===== config.mk =====
export PLATFORM = sky130hd
export DESIGN_NAME = cpl_err_reporter
export DESIGN_NICKNAME = d
export VERILOG_FILES = /design/src/rtl/cto_pkg.sv /design/src/rtl/cto_tag_table.sv /design/src/rtl/cto_np_hold_fsm.sv /design/src/rtl/cto_class_queue.sv /design/src/rtl/cpl_err_reporter.sv
export SDC_FILE = /design/constraint.sdc
export NUM_CORES = 2
export LEC_CHECK = 0
export BUFFER_PORTS_ARGS = -buffer_cell sky130_fd_sc_hd__buf_4
export CAP_MARGIN = 20
export CELL_PAD_IN_SITES_DETAIL_PLACEMENT = 1
export CELL_PAD_IN_SITES_GLOBAL_PLACEMENT = 2
export CORE_AREA = 2 2 330 332
export CTS_BUF_LIST = sky130_fd_sc_hd__clkbuf_16
export CTS_CLUSTER_SIZE = 14
export DETAILED_ROUTE_END_ITERATION = 10
export DIE_AREA = 0 0 332 334
export PLACE_DENSITY = 0.82
export SLEW_MARGIN = 15
export SYNTH_ARGS = -nofsm -noshare
export SYNTH_HDL_FRONTEND = slang
export SYNTH_SLANG_ARGS = --single-unit

===== constraint.sdc =====
create_clock -name clk -period 7.5 [get_ports clk]
set_clock_uncertainty 0.15 [all_clocks]
set_input_delay 0 -clock clk [delete_from_list [all_inputs] [get_ports clk]]
set_output_delay 0 -clock clk [all_outputs]
set_load 0.05 [all_outputs]

===== src/rtl/cto_pkg.sv =====
package cto_pkg;

    // Bit positions inside the error pulse vector; the consumer decodes them.
    localparam int ERR_W        = 7;
    localparam int ERR_TO_REC   = 0;
    localparam int ERR_TO_FATAL = 1;
    localparam int ERR_CA       = 2;
    localparam int ERR_UNEXP    = 3;
    localparam int ERR_UR_P     = 4;
    localparam int ERR_UR_NP    = 5;
    localparam int ERR_RSVD     = 6;

    typedef enum logic [1:0] {
        NP_IDLE    = 2'd0,
        NP_HOLD_CA = 2'd1,
        NP_HOLD_UR = 2'd2
    } np_state_e;

endpackage


===== src/rtl/cto_tag_table.sv =====
module cto_tag_table #(
    parameter int NUM_TAGS    = 32,
    parameter int TIMEOUT_CYC = 12_500_000,
    localparam int TAG_W      = $clog2(NUM_TAGS),
    localparam int TMR_W      = $clog2(TIMEOUT_CYC + 1)
) (
    input  logic             clk,
    input  logic             rst_n,
    input  logic             req_valid,
    input  logic [TAG_W-1:0] req_tag,
    input  logic             cpl_valid,
    input  logic [TAG_W-1:0] cpl_tag,
    output logic             unexp_evt,
    output logic             dup_evt,
    output logic             expire_evt
);

    logic [NUM_TAGS-1:0] vld_q;
    logic [NUM_TAGS-1:0] hit_cpl;
    logic [NUM_TAGS-1:0] hit_req;
    logic [NUM_TAGS-1:0] alloc;
    logic [NUM_TAGS-1:0] expire;

    for (genvar i = 0; i < NUM_TAGS; i++) begin : g_slot
        logic             live_q;
        logic [TMR_W-1:0] cnt_q;

        assign vld_q[i]   = live_q;
        assign hit_cpl[i] = cpl_valid && (cpl_tag == TAG_W'(i)) && live_q;
        assign hit_req[i] = req_valid && (req_tag == TAG_W'(i));
        // A completion retiring the slot frees it for a request on the same edge.
        assign alloc[i]   = hit_req[i] && (!live_q || hit_cpl[i]);
        assign expire[i]  = live_q && !hit_cpl[i] && (cnt_q == TMR_W'(1));

        always_ff @(posedge clk or negedge rst_n) begin
            if (!rst_n) begin
                live_q <= 1'b0;
                cnt_q  <= '0;
            end else if (alloc[i]) begin
                live_q <= 1'b1;
                cnt_q  <= TMR_W'(TIMEOUT_CYC);
            end else if (hit_cpl[i] || expire[i]) begin
                live_q <= 1'b0;
                cnt_q  <= '0;
            end else if (live_q) begin
                cnt_q  <= cnt_q - TMR_W'(1);
            end
        end
    end

    assign unexp_evt  = cpl_valid && !(|hit_cpl);
    assign dup_evt    = |(hit_req & vld_q & ~hit_cpl);
    assign expire_evt = |expire;

endmodule


===== src/rtl/cto_np_hold_fsm.sv =====
module cto_np_hold_fsm
    import cto_pkg::*;
(
    input  logic clk,
    input  logic rst_n,
    input  logic np_err_valid,
    input  logic np_err_is_ur,
    input  logic np_cpl_sent,
    output logic rel_ca,
    output logic rel_ur
);

    np_state_e state_q;
    np_state_e state_d;

    always_ff @(posedge clk or negedge rst_n) begin
        if (!rst_n) begin
            state_q <= NP_IDLE;
        end else begin
            state_q <= state_d;
        end
    end

    always_comb begin
        state_d = state_q;
        unique case (state_q)
            NP_IDLE: begin
                if (np_err_valid) begin
                    state_d = np_err_is_ur ? NP_HOLD_UR : NP_HOLD_CA;
                end
            end
            NP_HOLD_CA, NP_HOLD_UR: begin
                if (np_cpl_sent) begin
                    state_d = NP_IDLE;
                end
            end
            default: state_d = NP_IDLE;
        endcase
    end

    always_comb begin
        rel_ca = 1'b0;
        rel_ur = 1'b0;
        unique case (state_q)
            NP_IDLE:    ;
            NP_HOLD_CA: rel_ca = np_cpl_sent;
            NP_HOLD_UR: rel_ur = np_cpl_sent;
            default:    ;
        endcase
    end

endmodule


===== src/rtl/cto_class_queue.sv =====
module cto_class_queue #(
    parameter int N_SRC  = 2,
    parameter int CNT_W  = 3,
    localparam int SUM_W = CNT_W + $clog2(N_SRC + 1)
) (
    input  logic             clk,
    input  logic             rst_n,
    input  logic [N_SRC-1:0] ev,
    output logic             fire
);

    localparam logic [SUM_W-1:0] CNT_MAX = SUM_W'({CNT_W{1'b1}});

    logic [CNT_W-1:0] pend_q;
    logic [SUM_W-1:0] total;
    logic [SUM_W-1:0] rest;

    always_comb begin
        total = SUM_W'(pend_q);
        for (int k = 0; k < N_SRC; k++) begin
            total = total + SUM_W'(ev[k]);
        end
        fire = (total != '0);
        rest = total - SUM_W'(fire);
    end

    always_ff @(posedge clk or negedge rst_n) begin
        if (!rst_n) begin
            pend_q <= '0;
        end else if (rest > CNT_MAX) begin
            pend_q <= {CNT_W{1'b1}};
        end else begin
            pend_q <= rest[CNT_W-1:0];
        end
    end

endmodule


===== src/rtl/cpl_err_reporter.sv =====
module cpl_err_reporter
    import cto_pkg::*;
#(
    parameter int NUM_TAGS    = 32,
    parameter int TIMEOUT_CYC = 12_500_000,
    parameter int DUP_W       = 8,
    parameter int CA_Q_W      = 3,
    localparam int TAG_W      = $clog2(NUM_TAGS)
) (
    input  logic             clk,
    input  logic             rst_n,
    input  logic             req_valid,
    input  logic [TAG_W-1:0] req_tag,
    input  logic             cpl_valid,
    input  logic [TAG_W-1:0] cpl_tag,
    input  logic             to_recover,
    input  logic             ca_posted,
    input  logic             ur_posted,
    input  logic             np_err_valid,
    input  logic             np_err_is_ur,
    input  logic             np_cpl_sent,
    output logic [6:0]       err_pulse,
    output logic [DUP_W-1:0] dup_req_cnt
);

    logic             unexp_evt;
    logic             dup_evt;
    logic             expire_evt;
    logic             rel_ca;
    logic             rel_ur;
    logic             ca_fire;
    logic [ERR_W-1:0] err_d;

    cto_tag_table #(
        .NUM_TAGS   (NUM_TAGS),
        .TIMEOUT_CYC(TIMEOUT_CYC)
    ) u_table (
        .clk       (clk),
        .rst_n     (rst_n),
        .req_valid (req_valid),
        .req_tag   (req_tag),
        .cpl_valid (cpl_valid),
        .cpl_tag   (cpl_tag),
        .unexp_evt (unexp_evt),
        .dup_evt   (dup_evt),
        .expire_evt(expire_evt)
    );

    cto_np_hold_fsm u_hold (
        .clk         (clk),
        .rst_n       (rst_n),
        .np_err_valid(np_err_valid),
        .np_err_is_ur(np_err_is_ur),
        .np_cpl_sent (np_cpl_sent),
        .rel_ca      (rel_ca),
        .rel_ur      (rel_ur)
    );

    // Only the abort class has two sources that can fire on one edge.
    cto_class_queue #(
        .N_SRC(2),
        .CNT_W(CA_Q_W)
    ) u_ca_q (
        .clk  (clk),
        .rst_n(rst_n),
        .ev   ({rel_ca, ca_posted}),
        .fire (ca_fire)
    );

    always_comb begin
        err_d               = '0;
        err_d[ERR_TO_REC]   = expire_evt && to_recover;
        err_d[ERR_TO_FATAL] = expire_evt && !to_recover;
        err_d[ERR_CA]       = ca_fire;
        err_d[ERR_UNEXP]    = unexp_evt;
        err_d[ERR_UR_P]     = ur_posted;
        err_d[ERR_UR_NP]    = rel_ur;
        err_d[ERR_RSVD]     = 1'b0;
    end

    always_ff @(posedge clk or negedge rst_n) begin
        if (!rst_n) begin
            err_pulse   <= '0;
            dup_req_cnt <= '0;
        end else begin
            err_pulse <= err_d;
            if (dup_evt && (dup_req_cnt != {DUP_W{1'b1}})) begin
                dup_req_cnt <= dup_req_cnt + DUP_W'(1);
            end
        end
    end

endmodule


* Word level (Yosys, flattened, before mapping)
Cells that the tools add are included.
Cells by class: add/sub/neg operators 36, multiply operators 0, div/mod/pow operators 0, $lt $le $gt $ge 1, eq/ne operators 99, shift-type cells 0, muxes and demuxes 167, bitwise gates (word level) 3, reduce and logical (&&, ||, !) cells 399
Operator list (number):
- $mux 24 | 96
- $eq 24x1->1 const B | 32
- $sub 24x1->24 const B | 32
- $logic_and 1x1->1 | 196
- $eq 5x5->1 const B | 32
- $reduce_bool 3->1 | 32
- $reduce_or 32->1 | 3
- $eq 5x4->1 const B | 16
- $logic_not 1->1 | 66
- $mux 1 | 66
- $and 32x32->32 | 2
- $logic_or 1x1->1 | 64
- $reduce_bool 2->1 | 32
- $eq 5x3->1 const B | 8
- $not 32->32 | 1
- $eq 5x2->1 const B | 4
- $eq 5x1->1 const B | 2
- $logic_not 5->1 | 2
- $add 8x1->8 const B | 1
- $ne 8x8->1 const B | 1
- $mux 2 | 3
- $add 5x1->5 | 1
- $gt 5x3->1 const B | 1
- $reduce_bool 5->1 | 1
- other kinds (10) | 11
Storage, ports and cells: bits in registers 819, latch bits 0, memory bits (writable) 0, ROM bits 0, input bits 20, output and inout port bits 15, word-level logic and storage cells 773, memories 0

* Logic depth before layout (Yosys ltp)
depth after elaboration 9, gate-level depth with buffers 15

* By module
Synthesis repeated with hierarchy kept, for this count alone.
Unflattened totals: cells, all modules 5330, area total of the unflattened synthesis 46256.9 um2
Modules (own cells, without submodules):
- cto_tag_table | times used 1, cells each 5237, area each 45253.4 um2, seq. area each 20019.2 um2
- cpl_err_reporter | times used 1, cells each 44, area each 561.8 um2, seq. area each 350.3 um2
- cto_class_queue | times used 1, cells each 31, area each 276.5 um2, seq. area each 75.1 um2
- cto_np_hold_fsm | times used 1, cells each 18, area each 165.2 um2, seq. area each 50.0 um2

* Worst setup path after synthesis
OpenSTA, ideal clock, no wires.
path type register to register, start register u_table.g_slot[23].cnt_q[6], end register u_table.g_slot[23].cnt_q[21], setup time 0.130 ns, arrival 2.752 ns, required time 7.220 ns, setup slack 4.468 ns, stages on the path, launching flop included 9, path buffers 1, clock period less this slack 3.032 ns, cells stage by stage dfrtp_1 -> or4_4 -> or4_4 -> buf_6 -> or4_4 -> or4_4 -> o21a_1 -> o21ai_1 -> o21ai_1
Between the ends: cells in the longest elaborated chain, start to end 5, elaborated cells on any way between the ends 8, classes of those cells 1 x add/sub; 1 x eq/ne; 3 x mux; 3 x reduce/logical
RTL lines:
- start: declaration | RTL line cto_tag_table.sv:26 | logic [TMR_W-1:0] cnt_q;
- start signal: assignment | RTL line cto_tag_table.sv:41 | cnt_q <= TMR_W'(TIMEOUT_CYC);
- start signal: assignment | RTL line cto_tag_table.sv:46 | cnt_q <= cnt_q - TMR_W'(1);
- parallel branches: the longest is 5 deep, another holds $sub 24x1->24
Several ways; the timed one is not identified. The select of a mux whose other input is x is not followed. A chain may end at the register's enable or synchronous reset.

* Worst setup path after layout
start input cpl_tag[0], end register err_pulse[3]
Between the ends: cells in the longest elaborated chain, start to end 6, elaborated cells on any way between the ends 99, classes of those cells 31 x eq/ne; 68 x reduce/logical
RTL lines:
- start: declaration | RTL line cpl_err_reporter.sv:15 | input logic [TAG_W-1:0] cpl_tag,
- $eq 5x1->1, or another cell as far along | RTL line cto_tag_table.sv:29 | assign hit_cpl[i] = cpl_valid && (cpl_tag == TAG_W'(i)) && live_q;
- $logic_and 1x1->1 (2 in a row) | RTL line cto_tag_table.sv:29
- $reduce_or 32->1 (*) | RTL line cto_tag_table.sv:51 | assign unexp_evt = cpl_valid && !(|hit_cpl);
- $logic_not 1->1 (*) | RTL line cto_tag_table.sv:51
- $logic_and 1x1->1 (*) | RTL line cto_tag_table.sv:51
- named net err_d[3] | RTL line cpl_err_reporter.sv:32 | logic [ERR_W-1:0] err_d;
- end signal: assignment | RTL line cpl_err_reporter.sv:86 | err_pulse <= err_d;
- end: declaration | RTL line cpl_err_reporter.sv:22 | output logic [6:0] err_pulse,
Mark *: on every way through the listed nets, which the timed path passes. The rest lies on a longest branch.

==> metrics.yaml <==
global_routing:
  overflow: 0
  grt_pass1_vias: 42300
  antenna_found_initial: 5
  grt_pass1_wl_mm: 233
  grt_start_max_net_pins: 169
  grt_use_total_pct: 25.3
timing:
  worstMarginPinSlew_ns: 1.11
  finalCriticalPeriod_ns: 4.34
  fmax_mhz: 230
  timing.hold.ws_ns: 0.0588
  maxSlewViolCount: 0
  setup_viol: 0
  final_hold_viol_count: 0
  rsz0062_at_grt: "false"
  period_share_pct: 57.9
  maxSlewHeadroom_pct: 25.9
  tns_ns: 0
die:
  die_y_um: 334
  fp.dieW_um: 332
  die_area_mm2: 0.111
  rows: 121
  io_pins: 35
  start_util_pct: 42.5
  core-area_mm2: 0.108
setup_path:
  rrSetupSlack_ns: 3.58
  start_kind: "input port"
  reg2reg_to: "err_pulse[3]$_DFF_PN0_"
  slowest_delay_ns: 0.72
  required_ns: 7.93
  crit_type: "input port to register"
  worst_path_dominant_cell_family: "buffers and inverters"
  cp_cell_sequence: "dlygate4sd3_1 -> buf_4 -> or2_2 -> nor2_1 -> a22oi_1 -> o311ai_0 -> nor3_1 -> nand4_1 -> dlygate4sd3_1 -> nor3b_1 -> dlygate4sd3_1"
  crit_path_end_kind: "register"
  path_depth: 11
  r2r-start: "u_table.g_slot[24].live_q$_DFFE_PN0P_"
  slowest_stage: "dlygate4sd3_1"
  crit_top_cell: "dlygate4sd3_1"
  critical_path_buf_inv_count: 4
  critical_path.max_fanout: 22
  crit_arrival_ns: 4.77
  rr_worst_depth: 7
layout:
  fillers: 12700
  final_cell_mix: "819 x dfrtp_1, 705 x o21ai_0, 629 x nor2_1"
  drive_gt1_share_pct: 5.57
  fin_nets: 5495
  final_area_mm2: 0.0509
  final-seq-area_mm2: 0.0205
  final_common_cell: "dfrtp_1"
  syn_to_final_growth_pct: 11.1
  multi_input_area_mm2: 0.0240
min_path:
  hp-start: "np_err_valid"
  worstHoldPathCells: 4
  holdPathEnd: "u_hold.state_q[1]$_DFFE_PN0P_"
  hold_path_class: "input port to register"
synth:
  yosys.area.top_type: "dfrtp_1"
  yosys_most_used_dff: "dfrtp_1"
  synth_top_area_share_pct: 44.8
  yosys-top-cells-area: "dfrtp_1 45%, o21ai_0 7.7%, nor2_1 5.2%"
  ys_warn_count: 0
  synth_edf_count: 0
  ys_seq_area_share_pct: 44.8
  synthArstFlopShare_pct: 100
  synth_cells: 5406
  avgSynthCellArea_um2: 8.47
  synthDistinctLibCells: 78
  netlist_area_mm2: 0.0458
  synth_seq_cells: 819
  synth_fp_nets: 5500
route:
  ant_nets: 0
  remaining_drc_errors: 0
  viasPerCell: 6.02
  wirelength_mm: 141
  drt_iter0_markers: 2340
  wl_per_cell_um: 20.5
  vias: 41500
  drtPass1Iterations: 5
run_status:
  outcome: "finished clean"
pwr:
  p_int_uw: 11300
  p_total_uw: 19400
  p_leak_uw: 0.0213
  ir_worst_vdd_uv: 268
  clockPowerShare_pct: 23.9
  power_switching_uw: 8080
  power_switching_share_pct: 41.7
  pwr-share-seq_pct: 41.4
  powerDensity_mw_per_mm2: 381
  pwr-share-comb_pct: 34.7
clock_network:
  cts_buffer_depth: 3
  insertion_delay_ns: 0.67
  h-tree-depth: 3
  cts_root_buf: "clkbuf_16"
  cts_buffers: 101
  cts_sinks: 819
  cts.clk_slew.worst_paths_ns: 0.06
  cts_setup_buffers: 0
  cts_tree: "done"
placed_design:
  hpwl_mm: 97.2
  port_buffers: 33
  dpl_cell_area_mm2: 0.0475
  gp_congestion: 0.820
run:
  maxCapViolations: 0
[logic make-up after synthesis]
family / synth area share, %
simple gates: 25.1
xor+xnor: 4.30
mux: 0.118
fa+ha+maj: 2.02
other cells: 0.00819
flops: 44.8
compound gates: 20.5
buf+inv: 3.13
[routing by layer]
layer	global-route usage [%]	vias up	share of wire, %
met3	3.50	175	4.1
met2	40.8	615	46
met4	6.59	8	2.1
met1	35.9	20900	48
li1	-	19800	-
met5	0	-	0.040
[synth_stat cells (129+ instances only)]
master	instances
dfrtp_1	819
o21ai_0	706
nor2_1	631
nand2_1	547
a21oi_1	329
nor3_1	262
nor4_1	217
clkbuf_1	214
inv_1	149
xnor2_1	140
nand3_1	129
[final cells by class]
type | instances | share of cell area, %
Clock inverter | 73 | 0.917
Inverter | 149 | 1.10
Clock buffer | 103 | 5.07
Antenna cell | 1 | 0.00492
Timing Repair Buffer | 120 | 2.06
Multi-Input combinational cell | 4210 | 47.1
Tap cell | 1414 | 3.48
Sequential cell | 819 | 40.3
[registers in the layout, summed over array words and instances (netlist names)]
| register | count |
|---|---|
| u_table.g_slot.live_q | 32 |
| dup_req_cnt | 8 |
| err_pulse | 6 |
| u_ca_q.pend_q | 3 |
| u_table.g_slot.cnt_q | 768 |
| u_hold.state_q | 2 |
[worst max path at each step]
stage	from	to	slack, ns
detailed placement	cpl_tag[4]	err_pulse[0]$_DFF_PN0_	3.45
global route	cpl_tag[0]	err_pulse[3]$_DFF_PN0_	3.33
finish	cpl_tag[0]	err_pulse[3]$_DFF_PN0_	3.16
CTS	cpl_tag[0]	err_pulse[3]$_DFF_PN0_	3.64
floorplan	u_table.g_slot[23].cnt_q[6]$_DFFE_PN0P_	u_table.g_slot[23].cnt_q[21]$_DFFE_PN0P_	4.47
global placement	cpl_tag[3]	err_pulse[0]$_DFF_PN0_	3.12
[worst min-delay path, cell delays in order]
cell	delay [ns]
dlygate4sd3_1	0.54
buf_4	0.13
nand3_1	0.09
o21ai_0	0.07
[power by group through the flow]
stage / sequential, uW / clock (uW) / combinational, uW
4_1_cts: 7990 / 4770 / 6770
6_report: 8020 / 4620 / 6720
2_1_floorplan: 7470 / 0 / 5090
3_5_place_dp: 8030 / 0 / 6700
3_3_place_gp: 7970 / 0 / 6460
5_1_grt: 8330 / 4930 / 7690
[repair_timing]
action	4_1_cts	5_1_grt
endpoints found under the setup margin	0	0
hold endpoints to repair	407	0
gates resized for setup	0	0
hold buffers	29	0
[stage by stage]
step | utilization, % | instances | worst slack (ns)
2_1_floorplan | - | 5406 | 4.47
3_3_place_gp | 44.0 | 6680 | 3.12
3_5_place_dp | 44.1 | 6681 | 3.45
4_1_cts | 47.2 | 6886 | 3.64
5_1_grt | 47.2 | 6888 | 3.33
6_report | 47.2 | 6889 | 3.16
Power figures use the tool's default switching activity.
